`config.mk`:
```
export PLATFORM = sky130hd
export DESIGN_NAME = fan_tach
export DESIGN_NICKNAME = d
export VERILOG_FILES = /design/src/rtl/fantach_pkg.sv /design/src/rtl/fantach_sync.sv /design/src/rtl/fantach_chan.sv /design/src/rtl/fan_tach.sv
export SDC_FILE = /design/constraint.sdc
export NUM_CORES = 1
export LEC_CHECK = 0
export CAP_MARGIN = 30
export CORE_MARGIN = 3
export CORE_UTILIZATION = 45
export CTS_CLUSTER_DIAMETER = 50
export DETAILED_ROUTE_END_ITERATION = 12
export GPL_ROUTABILITY_DRIVEN = 0
export HOLD_SLACK_MARGIN = 0.12
export PLACE_DENSITY = 0.62
export SLEW_MARGIN = 0
export SYNTH_ARGS = -nofsm -noshare
export SYNTH_HDL_FRONTEND = slang
export SYNTH_SLANG_ARGS = --single-unit
```
`constraint.sdc`:
```
create_clock -name clk_i -period 8.9 [get_ports clk_i]
set_clock_uncertainty 0.05 [all_clocks]
set_input_delay 1.78 -clock clk_i [delete_from_list [all_inputs] [get_ports clk_i]]
set_output_delay 1.78 -clock clk_i [all_outputs]
set_load 0.01 [all_outputs]
```
`src/rtl/fantach_pkg.sv`:
```
package fantach_pkg;

  // Effective window exponent for one fan
  function automatic logic [2:0] eff_exp(input int idx, input int nfans,
                                         input logic [31:0] cfg, input logic ext);
    logic [2:0] e;
    if (ext)                 e = 3'd1;
    else if (idx < nfans - 1) e = cfg[3*idx +: 3];
    else                     e = cfg[3*(nfans-1)] ? 3'd3 : 3'd1;
    return e;
  endfunction

endpackage

```
`src/rtl/fantach_sync.sv`:
```
module fantach_sync (
  input  logic clk_i,
  input  logic rst_ni,
  input  logic async_i,
  output logic rise_o
);
  logic s1_q, s2_q, s3_q;

  always_ff @(posedge clk_i or negedge rst_ni) begin
    if (!rst_ni) begin
      s1_q <= 1'b0;
      s2_q <= 1'b0;
      s3_q <= 1'b0;
    end else begin
      s1_q <= async_i;
      s2_q <= s1_q;
      s3_q <= s2_q;
    end
  end

  assign rise_o = s2_q & ~s3_q;

  // a rising edge needs a low sample in between
  a_r1_edge_gap: assert property (@(posedge clk_i) disable iff (!rst_ni)
    rise_o |=> !rise_o);

endmodule

```
`src/rtl/fantach_chan.sv`:
```
module fantach_chan #(
  parameter int CNT_W    = 16,
  parameter int NARROW_W = 8,
  parameter int EXP_W    = 3
) (
  input  logic             clk_i,
  input  logic             rst_ni,
  input  logic             rise_i,
  input  logic             tick_i,
  input  logic             ext_i,
  input  logic [EXP_W-1:0] exp_i,
  output logic [CNT_W-1:0] cnt_o
);
  localparam int MAX_DIV = 1 << ((1 << EXP_W) - 1);
  localparam int EDGE_W  = $clog2(MAX_DIV + 1);
  localparam logic [CNT_W-1:0] NARROW_MAX = CNT_W'((1 << NARROW_W) - 1);
  localparam logic [CNT_W-1:0] WIDE_MAX   = '1;

  logic              armed_q;
  logic [CNT_W-1:0]  acc_q, cnt_q, limit, acc_inc, acc_clamp;
  logic [EDGE_W-1:0] edges_q;
  logic [EDGE_W:0]   ndiv;
  logic              win_end, at_limit;

  assign limit     = ext_i ? WIDE_MAX : NARROW_MAX;
  assign at_limit  = acc_q >= limit;
  assign acc_inc   = at_limit ? limit : acc_q + CNT_W'(tick_i);
  assign acc_clamp = at_limit ? limit : acc_q;
  assign ndiv      = (EDGE_W+1)'(1) << exp_i;
  assign win_end   = armed_q && rise_i && (({1'b0, edges_q} + 1'b1) >= ndiv);

  always_ff @(posedge clk_i or negedge rst_ni) begin
    if (!rst_ni) begin
      armed_q <= 1'b0;
      acc_q   <= '0;
      edges_q <= '0;
      cnt_q   <= '0;
    end else if (rise_i && !armed_q) begin
      armed_q <= 1'b1;
      acc_q   <= '0;
      edges_q <= '0;
    end else if (win_end) begin
      cnt_q   <= acc_clamp;
      acc_q   <= '0;
      edges_q <= '0;
    end else if (armed_q) begin
      acc_q <= acc_inc;
      if (rise_i) edges_q <= edges_q + 1'b1;
      if (at_limit) cnt_q <= limit;  // stall: publish early
    end
  end

  assign cnt_o = cnt_q;

  // opening edge starts an empty window
  a_r2_open_clear: assert property (@(posedge clk_i) disable iff (!rst_ni)
    (rise_i && !armed_q) |=> (armed_q && acc_q == '0));

  // nothing published before the first edge
  a_r7_zero_unarmed: assert property (@(posedge clk_i) disable iff (!rst_ni)
    !armed_q |-> cnt_q == '0);

  // output holds without an edge or a saturated count
  a_r8_hold: assert property (@(posedge clk_i) disable iff (!rst_ni)
    (!rise_i && !at_limit) |=> $stable(cnt_q));

  // narrow limit reached mid-window is published next cycle
  a_r5_stall_publish: assert property (@(posedge clk_i) disable iff (!rst_ni)
    (!ext_i && armed_q && !rise_i && acc_q >= NARROW_MAX) |=> cnt_q == NARROW_MAX);

endmodule

```
`src/rtl/fan_tach.sv`:
```
module fan_tach #(
  parameter int NUM_FANS = 3,
  parameter int CNT_W    = 16,
  parameter int NARROW_W = 8,
  parameter int EXP_W    = 3,
  localparam int CFG_W   = EXP_W * (NUM_FANS - 1) + 1
) (
  input  logic                      clk_i,
  input  logic                      rst_ni,
  input  logic                      ref_tick_i,
  input  logic [NUM_FANS-1:0]       fan_i,
  input  logic [CFG_W-1:0]          div_cfg_i,
  input  logic [NUM_FANS-1:0]       ext_en_i,
  output logic [NUM_FANS*CNT_W-1:0] count_o
);
  import fantach_pkg::*;

  for (genvar k = 0; k < NUM_FANS; k++) begin : g_fan
    logic             rise;
    logic [EXP_W-1:0] exp_k;

    assign exp_k = EXP_W'(eff_exp(k, NUM_FANS, 32'(div_cfg_i), ext_en_i[k]));

    fantach_sync u_sync (
      .clk_i  (clk_i),
      .rst_ni (rst_ni),
      .async_i(fan_i[k]),
      .rise_o (rise)
    );

    fantach_chan #(.CNT_W(CNT_W), .NARROW_W(NARROW_W), .EXP_W(EXP_W)) u_chan (
      .clk_i  (clk_i),
      .rst_ni (rst_ni),
      .rise_i (rise),
      .tick_i (ref_tick_i),
      .ext_i  (ext_en_i[k]),
      .exp_i  (exp_k),
      .cnt_o  (count_o[k*CNT_W +: CNT_W])
    );
  end

endmodule

```
== After elaboration in Yosys (flattened, before gate mapping) ==
Index checks and enable logic that the tools add are counted.
Word-level totals
  flip-flop bits (word level): 132
  input port bits: 16
  output and inout bits: 48
  word-level logic and storage cells: 121
Operators by class
  add/sub/neg operators: 9
  $lt $le $gt $ge: 6
  shift-type cells: 3
  multiplexer cells: 43
  bitwise gates (word level): 9
  reductions and logical operators: 30
Operators by type and width (count)
  two-way mux 16 bit: 27
  two-way mux 8 bit: 12
  adder 16 x 1 -> 16 bit: 3
  greater-or-equal comparator 16 bit: 3
  adder 8 x 1 -> 9 bit (second input constant): 3
  greater-or-equal comparator 9 bit: 3
  adder 8 x 1 -> 8 bit (second input constant): 3
  nonzero test 3 bit: 6
  << shifter 1 x 3 -> 9 bit (first input constant): 2
  nonzero test 2 bit: 6
  logical AND 1 bit: 9
  AND reduction 3 bit: 3
  << shifter 1 x 2 -> 9 bit (first input constant): 1
  two-way mux 3 bit: 2
  NOT 1 bit: 6
  AND reduction 2 bit: 3
  two-way mux 2 bit: 2
  AND 1 bit: 3
  zero test 1 bit: 3

== Logic depth before layout (Yosys ltp) ==
  word-level depth: 7
  gate-level depth with buffers: 12
  mapped depth without buffers: 10

== By module ==
A second synthesis with hierarchy kept.
Second synthesis, totals
  cell total of the unflattened synthesis: 765
  area, all modules: 7801.2 µm²
By module, submodules not included
  fantach_chan at g_fan[0].u_chan ...: times used 2, cells an instance 249, area an instance 2477.4 µm², sequential area each 1026.0 µm²
  fantach_chan at g_fan[1].u_chan: times used 1, cells an instance 246, area an instance 2518.7 µm², sequential area each 1026.0 µm²
  fantach_sync: times used 3, cells an instance 4, area an instance 88.8 µm², sequential area each 75.1 µm²
  fan_tach: times used 1, cells an instance 9, area an instance 61.3 µm², sequential area each 0.0 µm²

== Worst setup path before layout ==
No wires, ideal clock.
  kind: input to register
  start: in div_cfg_i[5]
  end: reg g_fan[1].u_chan.cnt_q[13]
  setup time: 123 ps
  arrival: 3891 ps
  data required time: 8727 ps
  slack: 4836 ps
  stages on the path: 11
  path buffers: 2
  cells stage by stage: nor2b_1 -> nand3b_1 -> ha_1 -> and3_1 -> o211ai_1 -> o21ai_1 -> a31oi_1 -> or3_1 -> buf_6 -> buf_6 -> o221a_1
Between the ends
  cells in the longest elaborated chain, start to end: 6
  elaborated cells on any way between the ends: 8
  those cells by class: order compare: 1; shift: 1; mux: 2; reduce/logical: 4
Ends and longest elaborated chain
  start, declared: RTL line fan_tach.sv:12  | input logic [CFG_W-1:0] div_cfg_i,
  two-way mux 3 bit (*): RTL line fantach_pkg.sv:7  | if (ext) e = 3'd1;
  << shifter 1 x 3 -> 9 bit (*): RTL line fantach_chan.sv:29  | assign ndiv = (EDGE_W+1)'(1) << exp_i;
  greater-or-equal comparator 9 bit (*): RTL line fantach_chan.sv:30  | assign win_end = armed_q && rise_i && (({1'b0, edges_q} + 1'b1) >= ndiv);
  logical AND 1 bit (*): RTL line fantach_chan.sv:30
  nonzero test 2 bit (no source line)
  AND reduction 3 bit (no source line)
  end signal, assigned: RTL line fantach_chan.sv:43  | cnt_q <= acc_clamp;
  end signal, assigned: RTL line fantach_chan.sv:49  | if (at_limit) cnt_q <= limit;
  end, declared: RTL line fantach_chan.sv:20  | logic [CNT_W-1:0] acc_q, cnt_q, limit, acc_inc, acc_clamp;
Mark *: on every way between the ends. The rest lies on a longest branch, timed or not.
A chain may end at the register's enable or synchronous reset.

== Final worst setup path ==
  start: in div_cfg_i[5]
  end: reg g_fan[1].u_chan.acc_q[7]
Between the ends
  cells in the longest elaborated chain, start to end: 6
  elaborated cells on any way between the ends: 7
  those cells by class: order compare: 1; shift: 1; mux: 3; reduce/logical: 2
Ends and longest elaborated chain
  two-way mux 3 bit (*): RTL line fantach_pkg.sv:7
  << shifter 1 x 3 -> 9 bit (*): RTL line fantach_chan.sv:29
  greater-or-equal comparator 9 bit (*): RTL line fantach_chan.sv:30
  logical AND 1 bit (*): RTL line fantach_chan.sv:30
  two-way mux 16 bit: RTL line fantach_chan.sv:42  | end else if (win_end) begin
  two-way mux 16 bit: RTL line fantach_chan.sv:38  | end else if (rise_i && !armed_q) begin
  end signal, assigned: RTL line fantach_chan.sv:47  | acc_q <= acc_inc;
  end, declared: RTL line fantach_chan.sv:20
Marks and branches as above.

==> flow_summary.json <==
{
  "status": "completed",
  "htreeDepth": 4,
  "grt-ovfl-total": 0,
  "numCtsBuffers": 17,
  "clock_latency_ps": 420,
  "drc_errors": 0,
  "cts.sinks": 132,
  "hold_class": "register to register",
  "final_cell_mix": "dfrtp_1 (132), clkdlybuf4s50_1 (62), nand2_1 (51), ha_1 (51)",
  "fmax_ghz": 0.2123,
  "dp_hpwl_um": 13030,
  "rsz0062_at_grt": "no",
  "die_h_um": 134.4,
  "setup_viol": 0,
  "drt-pass1-iter-count": 8,
  "p_per_area_mw_per_mm2": 321.6,
  "core_sq_mm": 0.01600,
  "vias_per_cell": 6.097,
  "grt.total_usage_pct": 20.85,
  "antenna_found_initial": 0,
  "cts.repair.resized": 0,
  "postRouteAntennaNets": 0,
  "period_minus_slack_ps": 4711,
  "antenna_cells": 0,
  "core.rowCount": 46,
  "ys_ff_latch": 132,
  "layout-drive-gt1-share_pct": 8.323,
  "clockRootBuffer": "clkbuf_16",
  "num-fill-cells": 1452,
  "die-area_sq_mm": 0.01807,
  "peakVddDrop_uv": 183.3,
  "layout_commonest_cell": "dfrtp_1",
  "fin_cells": 1021,
  "crit_type": "input port to register",
  "cap_violations": 0,
  "cts_setup_buffers": 0,
  "cts_tree": "built",
  "synth_cell_types": 70,
  "min-delay-start": "g_fan[0].u_sync.s1_q",
  "synth_warnings": 0,
  "post-place-ws_ps": 3777,
  "synth_edf_count": 0,
  "seqCellArea_sq_mm": 0.003303,
  "critPathLaunchType": "input port",
  "port_buffers": 63,
  "cp-end-kind": "register",
  "finalSetupTns_ps": 0,
  "cts.clk_slew.worst_paths_ps": 50,
  "ios": 64,
  "synth_area_sq_mm": 0.007423,
  "tightest_slew_ps": 999.5,
  "yosys.area.top_type_share_pct": 44.50,
  "async_flop_share_pct": 100.0,
  "grt_pass1_vias": 6128,
  "die_width_um": 134.4,
  "relSlewSlack_pct": 33.37,
  "grt_max_degree": 80,
  "grt_first_pass_wirelength_um": 30640,
  "layout_setup_ws_ps": 4189,
  "start_util_pct": 46.40,
  "cp_data_required_time_ps": 9180,
  "area_growth_pct": 18.39,
  "wl_per_cell_um": 18.13,
  "synth_seq_area_share_pct": 44.50,
  "min_period_over_period_pct": 52.93,
  "syn_nets": 798,
  "avgSynthCellArea_sq_um": 10.16,
  "routed_wl_um": 18510,
  "netlist_instances": 731,
  "cellLeakagePower_nw": 3.671,
  "drv_slew": 0,
  "yosys-top-cells-area": "dfrtp_1 (44%), ha_1 (8.6%), o21ai_0 (3.0%)",
  "startpoint": "div_cfg_i[5]",
  "yosysTopAreaCell": "dfrtp_1",
  "hold_viol": 0,
  "dr.first_iter.drc_count": 568,
  "hold_buffers": 0,
  "cts.path.max_buffers": 2,
  "ys.flop_type": "dfrtp_1",
  "fin_nets": 859,
  "multiInputGateArea_sq_mm": 0.003874,
  "cp.arrival_ps": 4990,
  "vias": 6225,
  "cp_max_fo": 15,
  "dp.cells": 988,
  "reg2reg_from": "g_fan[1].u_chan.edges_q[2]"
}
==> cell type report <==
type,count,area share [%]
clock buffer,22,5.282
sequential,132,37.59
clock inverter,10,0.9396
timing repair buffer,68,7.845
tap,216,3.075
multi-input combinational,545,44.08
inverter,28,1.196
==> worst max-delay path, cell delays in order <==
cell	delay (ps)
clkdlybuf4s50_1	520
nor2b_1	260
nand3b_1	120
ha_1	290
a21o_1	170
a221oi_1	330
o21ai_1	230
a311oi_2	900
a21oi_1	170
o2bb2ai_1	200
==> logic make-up (layout without fill, tap and decap cells) <==
logic type	after synthesis	in the layout	share of synthesized area [%]
buf+inv	54	128	3.320
simple gates	220	220	15.05
xor+xnor	15	15	1.770
compound gates	259	259	26.77
fa+ha+maj	51	51	8.596
flops	132	132	44.50
==> through the flow <==
step | area [sq um] | power (mW) | util (%) | hold WS [ps]
after CTS | 8761 | 2.839 | 54.75 | 298.3
after floorplan | 7423 | 1.728 | - | 281.2
after global placement | 8207 | 2.127 | 51.29 | 285.2
final | 8788 | 2.826 | 54.93 | 294.5
after global routing | 8788 | 3.015 | 54.93 | 306.9
after detailed placement | 8214 | 2.176 | 51.34 | 285.6
==> routing by layer <==
metal,wire length (um),track usage (%),up-vias
met3,788,5.214,22
met5,0,0,-
met4,250,6.222,0
met1,8219,26.79,3060
li1,-,-,2970
met2,9255,34.97,173
==> Yosys cell counts, types with 6 or more instances <==
library cell / instances
dfrtp_1: 132
ha_1: 51
nand2_1: 51
nor2_1: 44
o21ai_0: 44
nand3_1: 38
a21oi_1: 32
inv_1: 26
a22o_1: 21
o22a_1: 20
o31ai_1: 16
o221a_2: 15
clkbuf_1: 14
a32o_1: 13
nand4_1: 13
and3_1: 12
nor3_1: 12
o2bb2ai_1: 12
nor2b_1: 10
o21ai_1: 10
xnor2_1: 10
a221o_1: 9
nor4_1: 9
o41ai_1: 7
a211oi_1: 6
a21o_1: 6
a2bb2oi_1: 6
a31oi_1: 6
==> flip-flops by register name, indices dropped and copies added (netlist names) <==
| signal | flops |
|---|---|
| g_fan.u_sync.s2_q | 3 |
| g_fan.u_chan.edges_q | 24 |
| g_fan.u_chan.armed_q | 3 |
| g_fan.u_chan.acc_q | 48 |
| g_fan.u_sync.s1_q | 3 |
| g_fan.u_chan.cnt_o | 48 |
| g_fan.u_sync.s3_q | 3 |
==> where the power goes <==
part / total [mW] / internal [mW] / switching (mW)
combinational: 1.14 / 0.573 / 0.566
sequential: 1.04 / 0.802 / 0.234
clock: 0.652 / 0.395 / 0.257
==> final timing paths <==
path                                                   end  slack [ps]  depth (start not counted)
max in group asynchronous         g_fan[2].u_chan.cnt_o[7]        6510                          3
worst min-delay path                  g_fan[0].u_sync.s2_q         290                          0
worst max register to register    g_fan[1].u_chan.acc_q[7]        5320                         10
min in group asynchronous       g_fan[0].u_chan.edges_q[3]        1270                          1
worst min register to register        g_fan[0].u_sync.s2_q         290                          0
worst max-delay path              g_fan[1].u_chan.acc_q[7]        4190                         10
Power figures use the tool's default switching activity.
